$ cat src/rtl/mesh_route_unit.sv
module mesh_route_unit #(
  parameter int OW = 4
) (
  input  logic          clk,
  input  logic          rst_n,
  input  logic          hdr_valid,
  input  logic [OW-1:0] hdr_dx,
  input  logic [OW-1:0] hdr_dy,
  input  logic          west_first,
  input  logic          cong_x,
  input  logic          cong_y,
  output logic          rt_valid,
  output logic [4:0]    rt_port,
  output logic [4:0]    rt_cand,
  output logic [OW-1:0] out_dx,
  output logic [OW-1:0] out_dy
);
  localparam logic [4:0] P_W = 5'b00001;
  localparam logic [4:0] P_E = 5'b00010;
  localparam logic [4:0] P_S = 5'b00100;
  localparam logic [4:0] P_N = 5'b01000;
  localparam logic [4:0] P_L = 5'b10000;

  logic xneg, xpos, yneg, ypos;
  logic [4:0] xy_sel, sel, cand;
  logic [OW-1:0] nx, ny;

  assign xneg = hdr_dx[OW-1];
  assign xpos = !hdr_dx[OW-1] && (|hdr_dx);
  assign yneg = hdr_dy[OW-1];
  assign ypos = !hdr_dy[OW-1] && (|hdr_dy);

  assign xy_sel = xneg ? P_W : xpos ? P_E : yneg ? P_S : ypos ? P_N : P_L;

  always_comb begin
    sel  = xy_sel;
    cand = xy_sel;
    if (west_first && !xneg) begin
      cand = {!xpos && !yneg && !ypos, ypos, yneg, xpos, 1'b0};
      if (xpos && (ypos || yneg) && cong_x && !cong_y)
        sel = ypos ? P_N : P_S;
    end
  end

  always_comb begin
    nx = hdr_dx;
    ny = hdr_dy;
    unique case (sel)
      P_W:     nx = hdr_dx + 1'b1;
      P_E:     nx = hdr_dx - 1'b1;
      P_S:     ny = hdr_dy + 1'b1;
      P_N:     ny = hdr_dy - 1'b1;
      default: ;
    endcase
  end

  always_ff @(posedge clk) begin
    if (!rst_n) begin
      rt_valid <= 1'b0;
      rt_port  <= '0;
      rt_cand  <= '0;
      out_dx   <= '0;
      out_dy   <= '0;
    end else begin
      rt_valid <= hdr_valid;
      if (hdr_valid) begin
        rt_port <= sel;
        rt_cand <= cand;
        out_dx  <= nx;
        out_dy  <= ny;
      end
    end
  end

  p_onehot_r2: assert property (@(posedge clk) disable iff (!rst_n)
    rt_valid |-> $countones(rt_port) == 1);

  p_in_cand_r9: assert property (@(posedge clk) disable iff (!rst_n)
    rt_valid |-> (rt_port & ~rt_cand) == 5'b0);

  p_latency_r6: assert property (@(posedge clk) disable iff (!rst_n)
    !hdr_valid |=> !rt_valid);

  p_hold_r6: assert property (@(posedge clk) disable iff (!rst_n)
    !hdr_valid |=> $stable(rt_port) && $stable(out_dx) && $stable(out_dy));

  p_west_src_r7: assert property (@(posedge clk) disable iff (!rst_n)
    hdr_valid && hdr_dx[OW-1] |=> rt_port == P_W && rt_cand == P_W);

  p_east_step_r5: assert property (@(posedge clk) disable iff (!rst_n)
    hdr_valid && !hdr_dx[OW-1] && (|hdr_dx) && !west_first
    |=> out_dx == $past(hdr_dx) - 1'b1 && out_dy == $past(hdr_dy));

  p_local_r4: assert property (@(posedge clk) disable iff (!rst_n)
    hdr_valid && hdr_dx == '0 && hdr_dy == '0
    |=> rt_port == P_L && out_dx == '0 && out_dy == '0);
endmodule

$ cat config.mk
export PLATFORM = sky130hd
export DESIGN_NAME = mesh_route_unit
export DESIGN_NICKNAME = d
export VERILOG_FILES = /design/src/rtl/mesh_route_unit.sv
export SDC_FILE = /design/constraint.sdc
export NUM_CORES = 1
export LEC_CHECK = 0
export BUFFER_PORTS_ARGS = -buffer_cell sky130_fd_sc_hd__buf_2
export CAP_MARGIN = 5
export CORE_ASPECT_RATIO = 1.2
export CORE_UTILIZATION = 25
export CTS_CLUSTER_DIAMETER = 100
export CTS_CLUSTER_SIZE = 12
export DETAILED_ROUTE_END_ITERATION = 12
export PLACE_DENSITY_LB_ADDON = 0.25
export SLEW_MARGIN = 0
export SYNTH_ARGS = -nofsm -noshare
export SYNTH_HDL_FRONTEND = slang
export SYNTH_SLANG_ARGS = --single-unit
$ cat constraint.sdc
create_clock -name clk -period 2.85 [get_ports clk]
set_input_delay 0.4275 -clock clk [delete_from_list [all_inputs] [get_ports clk]]
set_output_delay 0.4275 -clock clk [all_outputs]
set_load 0.01 [all_outputs]
==> flow_summary.yaml <==
outcome:
  status: "finished, final reports clean"
finish:
  drive_gt1_share_pct: 29.71
  antenna_cells: 0
  area_delta_synth_final_pct: 25.22
  nets: 159
die:
  die_h_um: 71.36
  die_w_um: 59.80
  core_um2: 3724
  die-area_um2: 4267
  fp-row-count: 24
  num_io_pins: 33
  initial_utilization_pct: 26.92
placement:
  portBuffers: 32
  gp_congestion: 0.7446
  dp_hpwl_um: 1688
clock_network:
  cts.htree.levels: 1
  cts.sinks: 19
  tritoncts: "built"
  postCtsSetupBuffers: 0
  cts_made_buffers: 3
  clock_latency_ps: 250
  holdBufCountCts: 0
  clk_path_buf_depth: 2
  path_clk_slew_ps: 70
  root_buffer: "clkbuf_8"
  cts_resized: 0
sta:
  fmax_mhz: 457.8
  hold_violations: 0
  slew_headroom_pct: 58.18
  fin_hold_ws_ps: 471.5
  min_period_ps: 2184
  drv_slew: 0
  tns_ps: 0
  min_period_over_period_pct: 76.64
  fin_skew_ps: 0
  worst_pin_slew_ps: 621.5
  finalSetupViolCount: 0
  rsz0062_at_grt: "false"
synth:
  synth_edf_count: 0
  yosysMostFrequentCell: "dfxtp_1"
  synth_area_leader_cell: "dfxtp_1"
  dominantRegCellSynth: "dfxtp_1"
  synth.avg_cell_area_um2: 9.455
  synthTopCellsByCount: "19 x dfxtp_1, 10 x inv_1, 8 x o21ai_0"
  syn_inst: 106
  syn-num-nets: 126
  yosys_register_bits: 19
  yosys-top-cells-area: "dfxtp_1 38%, ha_1 5.0%, mux2i_1 5.0%, fa_1 4.0%, o21ai_0 4.0%"
  yosys_warnings: 0
  ys_types: 35
  synthArstFlopShare_pct: 0
  syn_area_um2: 1002
  synth_top_cell_area_share_pct: 37.95
  ys_seq_area_share_pct: 37.95
routing:
  drtAntennaViolNets: 0
  routed_wl_um: 2125
  via_count: 859
  viasPerCell: 4.521
  wire_per_inst_um: 11.18
  first_pass_iters: 4
  drc_errors: 0
  drt-initial-drc-count: 17
power_and_ir_drop:
  cellPowerDensity_nw_per_um2: 458.8
  sw_frac_of_total_pct: 26.33
  share_clk_of_total_power_pct: 32.1
  leakagePower_uw: 0.0005799
  max-vdd-ir-drop_mv: 0.1427
  p_int_uw: 424.2
  pwr-share-seq_pct: 49.7
  combPwrFrac_pct: 18.2
  p_sw_uw: 151.6
global_routing:
  grtUsageMet3_pct: 2.708
  grt.busiest_layer: "met2"
  antenna_found_initial: 0
  grtUsageMet1_pct: 14.75
  grt_first_pass_wirelength_um: 3657
  gr-total-overflow: 0
  grt_pass1_vias: 823
  grt_max_degree: 29
  grtUsageTotal_pct: 10.94
  met2_usage_pct: 17.53
critical_path:
  startpoint_type: "input pin"
  cp_common_cell: "a21oi_1"
  path_class: "input pin to flop"
  max_stage_delay_ps: 550
  crit_path_end_kind: "flop"
  path_cells: "buf_2, or4_4, o211a_1, and2b_4, ha_1, a21o_2, a21oi_1, mux2i_1, a21oi_1"
  worstPathRequired_ps: 3040
  cp.arrival_ps: 2370
  cp_max_fo: 5
  cpMaxStageDelayCell: "or4_4"
hold_path:
  hold_class: "flop to flop"
run:
  maxCapViolations: 0
==> power groups by stage <==
stage	clock network (uW)	logic, uW	registers, uW
after global routing	203	120	288
after CTS	195	107	286
after floorplan	0	59.5	299
after detailed placement	0	107	292
final	185	105	286
after global placement	0	105	292
==> state kept, by name (all words and copies together), names as in the netlist <==
signal	count
out_dx	4
rt_port	5
rt_valid	1
rt_cand	5
out_dy	4
==> cells by family (layout without fill, tap and decap cells) <==
group | Yosys count | after routing | synth area share (%)
buffers and inverters | 15 | 47 | 6.367
flip-flops | 19 | 19 | 37.95
multiplexers | 5 | 5 | 4.994
AO/OA/AOI/OAI | 30 | 30 | 21.35
adder cells (fa/ha/maj) | 6 | 6 | 8.989
XOR/XNOR | 3 | 3 | 2.622
AND/OR/NAND/NOR | 28 | 28 | 17.73
==> layer usage <==
| layer | vias up | part of all wire [%] |
|---|---|---|
| met5 | - | 0 |
| met4 | 0 | 0.89 |
| met3 | 2 | 6.1 |
| met2 | 27 | 42 |
| met1 | 390 | 51 |
| li1 | 440 | - |
==> layout make-up <==
cell class                 instances  area (um^2)
fill                             422         2469
inverter                          10        37.54
sequential                        19        380.4
tap                               52        65.06
clock buffer                       3        41.29
multi-input combinational         72        558.0
clock inverter                     1        5.005
timing repair buffer              33        167.7
==> cells in the final DEF, fill, tap and decap left out <==
master     n
ha_1       4
a21oi_1    5
nand3b_1   1
clkbuf_8   3
xnor2_1    2
nor2b_1    5
nor3_1     1
inv_1     10
o211a_1    1
a211oi_1   1
a21boi_0   4
a22o_1     3
nand3_1    1
o21ai_0    8
mux2i_1    5
nor3b_1    2
dfxtp_1   19
nor2_1     1
buf_2     32
and3b_1    1
nor4b_1    1
o22ai_1    2
or4_4      1
and2_1     2
a21o_1     1
clkinv_2   1
xor2_1     1
nand2b_1   4
nand2_1    4
and2b_4    1
o21a_1     1
a311oi_1   2
fa_1       2
a31oi_4    1
nor4_1     3
buf_4      1
a21o_2     1
==> through the flow <==
stage / std cells / power (uW) / instance area, um^2 / setup WS (ps) / utilization, %
finish: 190 / 575.8 / 1255 / 665.6 / 33.70
global route: 190 / 610.8 / 1255 / 541.5 / 33.70
CTS: 190 / 588.5 / 1255 / 674.5 / 33.70
detailed placement: 186 / 399.1 / 1209 / 388.2 / 32.46
global placement: 186 / 397.0 / 1209 / 428.5 / 32.46
floorplan: 106 / 358.9 / 1002 / 598.7 / -
==> worst max-delay path: cells and delay by family <==
kind / cells / cell delay, ps
AO/OA/AOI/OAI: 4 / 700
adder cells (fa/ha/maj): 1 / 260
buffers and inverters: 1 / 120
multiplexers: 1 / 80
AND/OR/NAND/NOR: 2 / 770
==> path summary, 6_finish.rpt <==
path	startpoint	to	slack (ps)	cells past startpoint
max	hdr_dy[1]	out_dy[3]	670	9
min	out_dx[0]	out_dx[0]	470	2
max reg2reg	rt_port[3]	rt_port[3]	2130	2
min reg2reg	out_dx[0]	out_dx[0]	470	2
(Power assumes the default switching activity.)
